[src/rtl/eep_pkg.sv]
package eep_pkg;
  localparam int BYTE_W = 8;
  localparam logic [3:0] DEV_TYPE = 4'b1010;

  typedef enum logic [1:0] {
    SYM_START,
    SYM_RSTART,
    SYM_BIT,
    SYM_STOP
  } sym_e;

  typedef enum logic [3:0] {
    PH_IDLE,
    PH_START,
    PH_CTRLW,
    PH_MADDR,
    PH_WDATA,
    PH_RSTART,
    PH_CTRLR,
    PH_RDATA,
    PH_STOP,
    PH_PSTART,
    PH_PCTRL
  } phase_e;
endpackage

[src/rtl/eep_qtick.sv]
module eep_qtick #(
  parameter int QTR_CYCLES = 312
) (
  input  logic clk,
  input  logic rst,
  input  logic run,
  input  logic clr,
  output logic tick
);
  localparam int CW = (QTR_CYCLES < 2) ? 1 : $clog2(QTR_CYCLES);
  localparam logic [CW-1:0] LAST = CW'(QTR_CYCLES - 1);

  logic [CW-1:0] cnt;

  always_ff @(posedge clk) begin
    if (rst || clr || !run) cnt <= '0;
    else if (cnt == LAST)   cnt <= '0;
    else                    cnt <= cnt + 1'b1;
  end

  assign tick = run && (cnt == LAST);
endmodule

[src/rtl/eep_sym_engine.sv]
module eep_sym_engine
  import eep_pkg::*;
(
  input  logic clk,
  input  logic rst,
  input  logic go,
  input  sym_e kind,
  input  logic txbit,
  input  logic tick,
  input  logic sda_i,
  output logic busy,
  output logic done,
  output logic rxbit,
  output logic scl_o,
  output logic sda_oe_o
);
  logic [1:0] q;
  sym_e       kind_r;
  logic       bit_r;
  logic       scl_r, oe_r;
  logic [1:0] sync;

  // {scl, oe} for a symbol in a given quarter; SCL high in quarters 2..3
  function automatic logic [1:0] drive_of(sym_e k, logic [1:0] qq, logic b, logic oe_now);
    logic scl_n, oe_n;
    scl_n = qq[1];
    oe_n  = oe_now;
    case (k)
      SYM_START:  begin scl_n = 1'b1; oe_n = qq[1]; end
      SYM_RSTART: begin if (qq != 2'd0) oe_n = (qq == 2'd3); end
      SYM_BIT:    begin if (qq != 2'd0) oe_n = ~b; end
      SYM_STOP:   begin if (qq != 2'd0) oe_n = (qq != 2'd3); end
      default:    ;
    endcase
    return {scl_n, oe_n};
  endfunction

  always_ff @(posedge clk) begin
    if (rst) sync <= 2'b11;
    else     sync <= {sync[0], sda_i};
  end

  always_ff @(posedge clk) begin
    if (rst) begin
      busy   <= 1'b0;
      q      <= 2'd0;
      kind_r <= SYM_START;
      bit_r  <= 1'b0;
      scl_r  <= 1'b1;
      oe_r   <= 1'b0;
      done   <= 1'b0;
      rxbit  <= 1'b0;
    end else begin
      done <= 1'b0;
      if (go && !busy) begin
        busy          <= 1'b1;
        q             <= 2'd0;
        kind_r        <= kind;
        bit_r         <= txbit;
        {scl_r, oe_r} <= drive_of(kind, 2'd0, txbit, oe_r);
      end else if (busy && tick) begin
        if (q == 2'd2) rxbit <= sync[1];
        if (q == 2'd3) begin
          busy <= 1'b0;
          done <= 1'b1;
        end else begin
          q             <= q + 2'd1;
          {scl_r, oe_r} <= drive_of(kind_r, q + 2'd1, bit_r, oe_r);
        end
      end
    end
  end

  assign scl_o    = scl_r;
  assign sda_oe_o = oe_r;

  // SDA must hold on both SCL edges
  p_sda_hold_fall_r3: assert property (@(posedge clk) disable iff (rst)
    $fell(scl_r) |-> $stable(oe_r));
  p_sda_hold_rise_r3: assert property (@(posedge clk) disable iff (rst)
    $rose(scl_r) |-> $stable(oe_r));
  // data bits never move SDA while SCL stays high
  p_bit_no_high_change_r3: assert property (@(posedge clk) disable iff (rst)
    (scl_r && $past(scl_r) && !$stable(oe_r)) |-> (kind_r != SYM_BIT));
endmodule

[src/rtl/eep_seq.sv]
module eep_seq
  import eep_pkg::*;
#(
  parameter int POLL_MAX = 64
) (
  input  logic              clk,
  input  logic              rst,
  input  logic              req_i,
  input  logic              rw_i,
  input  logic [2:0]        cs_i,
  input  logic [BYTE_W-1:0] addr_i,
  input  logic [BYTE_W-1:0] wdata_i,
  input  logic              poll_i,
  input  logic              sym_done,
  input  logic              rxbit,
  output logic              sym_go,
  output sym_e              sym_kind,
  output logic              sym_bit,
  output logic [BYTE_W-1:0] rdata_o,
  output logic              done_o,
  output logic              err_o
);
  localparam int PW = (POLL_MAX < 2) ? 1 : $clog2(POLL_MAX);
  localparam logic [PW-1:0] PLAST = PW'(POLL_MAX - 1);
  localparam logic [3:0] ACK_SLOT = 4'(BYTE_W);

  phase_e            phase;
  logic              pend;
  logic [3:0]        bitcnt;
  logic [BYTE_W-1:0] sh;
  logic              rw_r, poll_r, ppend;
  logic [2:0]        cs_r;
  logic [BYTE_W-1:0] addr_r, wd_r;
  logic [PW-1:0]     pcnt;
  logic              is_byte;

  function automatic logic [BYTE_W-1:0] ctrl_of(logic [2:0] cs, logic rd);
    return {DEV_TYPE, cs, rd};
  endfunction

  always_comb begin
    is_byte = (phase == PH_CTRLW) || (phase == PH_MADDR) || (phase == PH_WDATA) ||
              (phase == PH_CTRLR) || (phase == PH_RDATA) || (phase == PH_PCTRL);
    sym_bit = 1'b1;
    case (phase)
      PH_START, PH_PSTART: sym_kind = SYM_START;
      PH_RSTART:           sym_kind = SYM_RSTART;
      PH_STOP:             sym_kind = SYM_STOP;
      default: begin
        sym_kind = SYM_BIT;
        if (is_byte && bitcnt != ACK_SLOT && phase != PH_RDATA) sym_bit = sh[BYTE_W-1];
      end
    endcase
  end

  always_ff @(posedge clk) begin
    if (rst) begin
      phase   <= PH_IDLE;
      pend    <= 1'b0;
      bitcnt  <= '0;
      sh      <= '0;
      rw_r    <= 1'b0;
      poll_r  <= 1'b0;
      ppend   <= 1'b0;
      cs_r    <= '0;
      addr_r  <= '0;
      wd_r    <= '0;
      pcnt    <= '0;
      sym_go  <= 1'b0;
      rdata_o <= '0;
      done_o  <= 1'b0;
      err_o   <= 1'b0;
    end else begin
      sym_go <= 1'b0;
      done_o <= 1'b0;
      if (phase == PH_IDLE) begin
        if (req_i) begin
          rw_r   <= rw_i;
          cs_r   <= cs_i;
          addr_r <= addr_i;
          wd_r   <= wdata_i;
          poll_r <= poll_i;
          err_o  <= 1'b0;
          ppend  <= 1'b0;
          pcnt   <= '0;
          pend   <= 1'b0;
          bitcnt <= '0;
          phase  <= PH_START;
        end
      end else if (!pend) begin
        sym_go <= 1'b1;
        pend   <= 1'b1;
      end else if (sym_done) begin
        pend <= 1'b0;
        if (is_byte && bitcnt != ACK_SLOT) begin
          bitcnt <= bitcnt + 4'd1;
          sh     <= {sh[BYTE_W-2:0], rxbit};
        end else begin
          bitcnt <= '0;
          case (phase)
            PH_START:  begin phase <= PH_CTRLW; sh <= ctrl_of(cs_r, 1'b0); end
            PH_PSTART: begin phase <= PH_PCTRL; sh <= ctrl_of(cs_r, 1'b0); end
            PH_RSTART: begin phase <= PH_CTRLR; sh <= ctrl_of(cs_r, 1'b1); end
            PH_CTRLW: begin
              if (rxbit) begin err_o <= 1'b1; phase <= PH_STOP; end
              else begin phase <= PH_MADDR; sh <= addr_r; end
            end
            PH_MADDR: begin
              if (rxbit)     begin err_o <= 1'b1; phase <= PH_STOP; end
              else if (rw_r) phase <= PH_RSTART;
              else begin phase <= PH_WDATA; sh <= wd_r; end
            end
            PH_WDATA: begin
              if (rxbit) err_o <= 1'b1;
              else       ppend <= poll_r;
              phase <= PH_STOP;
            end
            PH_CTRLR: begin
              if (rxbit) begin err_o <= 1'b1; phase <= PH_STOP; end
              else phase <= PH_RDATA;
            end
            PH_RDATA: begin rdata_o <= sh; phase <= PH_STOP; end
            PH_PCTRL: begin
              if (!rxbit) ppend <= 1'b0;
              else if (pcnt == PLAST) begin ppend <= 1'b0; err_o <= 1'b1; end
              else pcnt <= pcnt + 1'b1;
              phase <= PH_STOP;
            end
            PH_STOP: begin
              if (ppend) phase <= PH_PSTART;
              else begin done_o <= 1'b1; phase <= PH_IDLE; end
            end
            default: phase <= PH_IDLE;
          endcase
        end
      end
    end
  end

  p_done_single_r9: assert property (@(posedge clk) disable iff (rst)
    done_o |=> !done_o);
  p_err_held_r9: assert property (@(posedge clk) disable iff (rst)
    (phase == PH_IDLE && !req_i) |=> $stable(err_o));
  p_cmd_frozen_r8: assert property (@(posedge clk) disable iff (rst)
    (phase != PH_IDLE) |=> ($stable(addr_r) && $stable(cs_r) && $stable(rw_r)));
endmodule

[src/rtl/eeprom_byte_master.sv]
module eeprom_byte_master
  import eep_pkg::*;
#(
  parameter int QTR_CYCLES = 312,
  parameter int POLL_MAX   = 64
) (
  input  logic        clk,
  input  logic        rst,
  input  logic        req_i,
  input  logic        rw_i,
  input  logic [2:0]  cs_i,
  input  logic [7:0]  addr_i,
  input  logic [7:0]  wdata_i,
  input  logic        poll_i,
  output logic [7:0]  rdata_o,
  output logic        done_o,
  output logic        err_o,
  output logic        scl_o,
  output logic        sda_oe_o,
  input  logic        sda_i
);
  logic sym_go, sym_bit, sym_done, rxbit, eng_busy, tick;
  sym_e sym_kind;

  eep_qtick #(.QTR_CYCLES(QTR_CYCLES)) u_tick (
    .clk(clk), .rst(rst), .run(eng_busy), .clr(sym_go), .tick(tick)
  );

  eep_sym_engine u_eng (
    .clk(clk), .rst(rst), .go(sym_go), .kind(sym_kind), .txbit(sym_bit),
    .tick(tick), .sda_i(sda_i), .busy(eng_busy), .done(sym_done),
    .rxbit(rxbit), .scl_o(scl_o), .sda_oe_o(sda_oe_o)
  );

  eep_seq #(.POLL_MAX(POLL_MAX)) u_seq (
    .clk(clk), .rst(rst), .req_i(req_i), .rw_i(rw_i), .cs_i(cs_i),
    .addr_i(addr_i), .wdata_i(wdata_i), .poll_i(poll_i),
    .sym_done(sym_done), .rxbit(rxbit), .sym_go(sym_go),
    .sym_kind(sym_kind), .sym_bit(sym_bit), .rdata_o(rdata_o),
    .done_o(done_o), .err_o(err_o)
  );

  p_bus_free_at_done_r1: assert property (@(posedge clk) disable iff (rst)
    done_o |-> (scl_o && !sda_oe_o));
endmodule

[config.mk]
export PLATFORM = sky130hd
export DESIGN_NAME = eeprom_byte_master
export DESIGN_NICKNAME = d
export VERILOG_FILES = /design/src/rtl/eep_pkg.sv /design/src/rtl/eep_qtick.sv /design/src/rtl/eep_sym_engine.sv /design/src/rtl/eep_seq.sv /design/src/rtl/eeprom_byte_master.sv
export SDC_FILE = /design/constraint.sdc
export NUM_CORES = 1
export LEC_CHECK = 0
export BUFFER_PORTS_ARGS = -buffer_cell sky130_fd_sc_hd__buf_4
export CAP_MARGIN = 30
export CELL_PAD_IN_SITES_DETAIL_PLACEMENT = 1
export CELL_PAD_IN_SITES_GLOBAL_PLACEMENT = 1
export CORE_MARGIN = 2
export CORE_UTILIZATION = 30
export CTS_CLUSTER_SIZE = 40
export DETAILED_ROUTE_END_ITERATION = 7
export GPL_ROUTABILITY_DRIVEN = 0
export PLACE_DENSITY_LB_ADDON = 0.3
export RECOVER_POWER = 25
export SYNTH_ARGS = -nofsm -noshare
export SYNTH_HDL_FRONTEND = slang
export SYNTH_HIERARCHICAL = 1
export SYNTH_SLANG_ARGS = --single-unit
[constraint.sdc]
create_clock -name clk -period 4 [get_ports clk]
set_input_delay 0.6 -clock clk [delete_from_list [all_inputs] [get_ports clk]]
set_output_delay 0.6 -clock clk [all_outputs]
set_load 0.02 [all_outputs]
==> metrics.md <==
| Metric | Value |
|---|---|
| Yosys Warn Count | `6` |
| Starting density of the core | `a little under a third` |
| Synth cell types | `66` |
| Final Critical Period | `2.833 ns` |
| DR vias/cell | `a little over 5` |
| Die Area | `approximately 0.013 sq mm` |
| First-pass GRT wire length | `approximately 16 mm` |
| CTS tree | `built` |
| Dpl ws | `1.468 ns` |
| Core Region | `roughly 0.012 sq mm` |
| Vias in the first global route | `3154` |
| Async SR Flop Fraction | `0%` |
| CTS max path bufs | `2` |
| Chip height | `around 120 microns` |
| Max Clock Freq | `353.0 MHz` |
| CP required | `4.27 ns` |
| Cts repair resizes | `0` |
| Total GRT Usage | `15.35%` |
| HPWL after DPL | `6.501 mm` |
| Fin Setup TNS | `0 ns` |
| Setup violators final | `0` |
| Port buffer count | `36` |
| # fillers | `1493` |
| Syn nets | `475` |
| Worst-path clk slew | `approximately 0.06 ns` |
| Die width | `115.4 microns` |
| Insertion delay of the later-clocked pin in the worst-skew pair | `0.34 ns` |
| Slew @ Worst Pin | `1.075 ns` |
| Post-Synthesis Cells | `443` |
| Setup ws final | `between 1 and 1.5 ns` |
| R2R cell count | `6` |
| EDFF count, synth | `0` |
| Hold WS | `0.4168 ns` |
| Post-DRT Antenna Nets | `0` |
| PwrDens | `554.4 mW/mm^2` |
| Most frequent cells in the layout | `dfxtp_1 (77), nand2_1 (66), a21oi_1 (53), nor2_1 (33), buf_4 (26)` |
| Final Skew | `around 0.0065 ns` |
| Post-synth top flop | `dfxtp_1` |
| Top Ports | `37` |
| Peak VDD IR | `0.0002264 V` |
| DRT Pass-1 Iters | `4` |
| Share of cells above drive strength 1 | `13.40%` |
| Slew headroom | `28.35%` |
| Clk sink count | `77` |
| Critical Path Source Type | `flip-flop` |
| ANT cells | `0` |
| Nets | `~500` |
| Post-Synthesis Cell Area | `0.003726 sq mm` |
| Final Hold Viols | `0` |
| CTS H-tree depth | `3` |
| Critical path origin | `u_seq/phase[0]` |
| Multi-input logic area | `0.002006 sq mm` |
| Leakage Power | `around 1.6 nW` |
| Setup crit end kind | `flip-flop` |
| Crit-path slowest cell | `or4_4` |
| Post-synthesis sequential area ratio | `41.37%` |
| Reg2reg start | `u_seq/phase[0]` |
| Status | `complete, no violations` |
| Post-DR wirelength/cell | `14.77 microns` |
| Largest fanout on the critical path | `24` |
| Tcrit/Tclk final | `70.83%` |
| Remaining DRCs | `0` |
| R2r endpoint | `u_seq/bitcnt[3]` |
| Via count | `around 3.2k` |
| Worst path max stage delay | `0.73 ns` |
| Max Slew Vio Count | `0` |
| GRT overflow | `0` |
| Register area | `0.001541 sq mm` |
| Most common cell after layout, fill and taps aside | `dfxtp_1` |
| Total CTS buffers | `9` |
| Largest net degree at the start of global routing | `between 60 and 70` |
| Syn Area/Cell | `8.411 sq um` |
| Initial antenna violation count | `0` |
| CP Class | `reg -> reg` |
| Reg-to-reg slack, setup | `1.17 ns` |
| Setup Buffers After CTS | `0` |
| Critical Path AT | `3.10 ns` |
| Hold crit path type | `reg -> reg` |
| Area delta synth->final | `16.96%` |
| Critical path cell sequence | `clkbuf_1, or4_4, mux2i_4, or3_4, or3_1, a21oi_1` |
| Max-Cap Viols | `0` |
| Num rows | `40` |
| CTS root buf | `clkbuf_16` |
| RSZ-0062 raised after global routing | `no` |
| Routed WL | `roughly 9.4 mm` |
| Termination of the worst setup path | `u_seq/bitcnt[3]` |
| Number of synthesized register bits | `77` |
| 1st-iter DRT viols | `220` |
| Design Power | `0.002416 W` |
| Cts-stage hold buffer count | `0` |
[cell families (layout without fill, tap and decap cells)]
logic type               after synthesis  after routing  share of synthesized area, %
adder cells (fa/ha/maj)                7              7                         2.350
AO/OA/AOI/OAI                        113            113                         19.64
XOR/XNOR                               4              4                        0.9404
multiplexers                          24             24                         6.850
AND/OR/NAND/NOR                      180            180                         24.18
buffers and inverters                 38             65                         4.667
flip-flops                            77             77                         41.37
[state kept, by name, indices dropped and copies added (netlist names), 2 cells and up]
signal         cells
u_seq/bitcnt       4
u_seq/pcnt         6
u_seq/addr_r       8
u_seq/phase        4
u_eng/q            2
u_tick/cnt         9
u_seq/wd_r         8
u_seq/cs_r         3
u_seq/sh           8
u_eng/kind_r       2
u_seq/rdata_o      8
u_eng/sync         2
[where the power goes]
group          internal, W  switching (W)  leakage, nW  total [W]
Sequential        0.000856      0.0000996        0.625   0.000956
Clock             0.000558       0.000311        0.152   0.000869
Combinational     0.000231       0.000360        0.832   0.000591
Total              0.00165       0.000771         1.61    0.00242
[worst max-delay path, delay by kind of cell, from the launching register on]
family	cells	cell delay, ns
AND/OR/NAND/NOR	3	1.51
buffers and inverters	1	0.48
flip-flops	1	0.37
multiplexers	1	0.26
AO/OA/AOI/OAI	1	0.14
[routing by layer]
metal | wire length [microns] | vias up | global-route usage, %
li1 | - | 1621 | -
met1 | 4602 | 1540 | 21.11
met2 | 4294 | 61 | 22.88
met3 | 395 | 11 | 4.550
met4 | 129 | 0 | 5.462
met5 | 0 | - | 0
[cells in the mapped netlist (2+ instances only)]
cell	count	share of area, %
nor2_1	33	3.3
ha_1	7	2.4
or4_4	2	0.60
a21oi_1	53	7.1
nand3_1	18	2.4
mux2i_1	21	5.6
a21o_1	2	0.40
buf_1	2	0.20
buf_2	6	0.81
and2_1	2	0.34
o31ai_2	2	0.67
a211o_1	4	0.94
mux2_2	2	0.60
inv_1	11	1.1
nor3_1	10	1.3
nand2b_1	2	0.34
nand3b_1	3	0.60
nor4_1	4	0.67
o221ai_1	2	0.47
o21ai_0	15	2.0
a211oi_1	5	1.0
nand2_1	66	6.6
and3_1	4	0.67
o211ai_1	2	0.40
a21oi_2	2	0.47
or3_1	5	0.84
dfxtp_1	77	41
and4b_2	2	0.60
clkbuf_1	15	1.5
nor2b_1	8	1.3
xnor2_1	2	0.47
or4_1	2	0.40
o311ai_0	2	0.47
o2bb2ai_1	2	0.47
buf_6	3	0.91
or2_2	4	0.67
xor2_1	2	0.47
nand4_1	2	0.34
a311oi_1	4	0.94
o31ai_1	4	0.81
nor3b_1	4	0.81
[worst min path at each step]
stage / from / endpoint / depth (start not counted)
after global routing: sda_i / u_eng/sync[0] / 2
after global placement: u_eng/sync[0] / u_eng/sync[1] / 1
after detailed placement: u_eng/sync[0] / u_eng/sync[1] / 1
after floorplan: u_eng/sync[0] / u_eng/sync[1] / 1
final: u_eng/sync[0] / u_eng/sync[1] / 1
after CTS: u_eng/sync[0] / u_eng/sync[1] / 1
[area by class of cell]
cell class                 count  area share (%)
clock inverter                 4           1.665
tap                          168           4.823
inverter                      11          0.9475
sequential                    77           35.37
multi-input combinational    328           46.02
clock buffer                  11           5.570
timing repair buffer          39           5.599
[metrics by stage]
stage / instances / area (sq um) / utilization [%]
floorplan: 443 / 3726 / -
global placement: 623 / 4096 / 33.96
detailed placement: 623 / 4096 / 33.96
CTS: 638 / 4412 / 36.58
global route: 638 / 4358 / 36.13
finish: 638 / 4358 / 36.13
(Power assumes the default switching activity.)
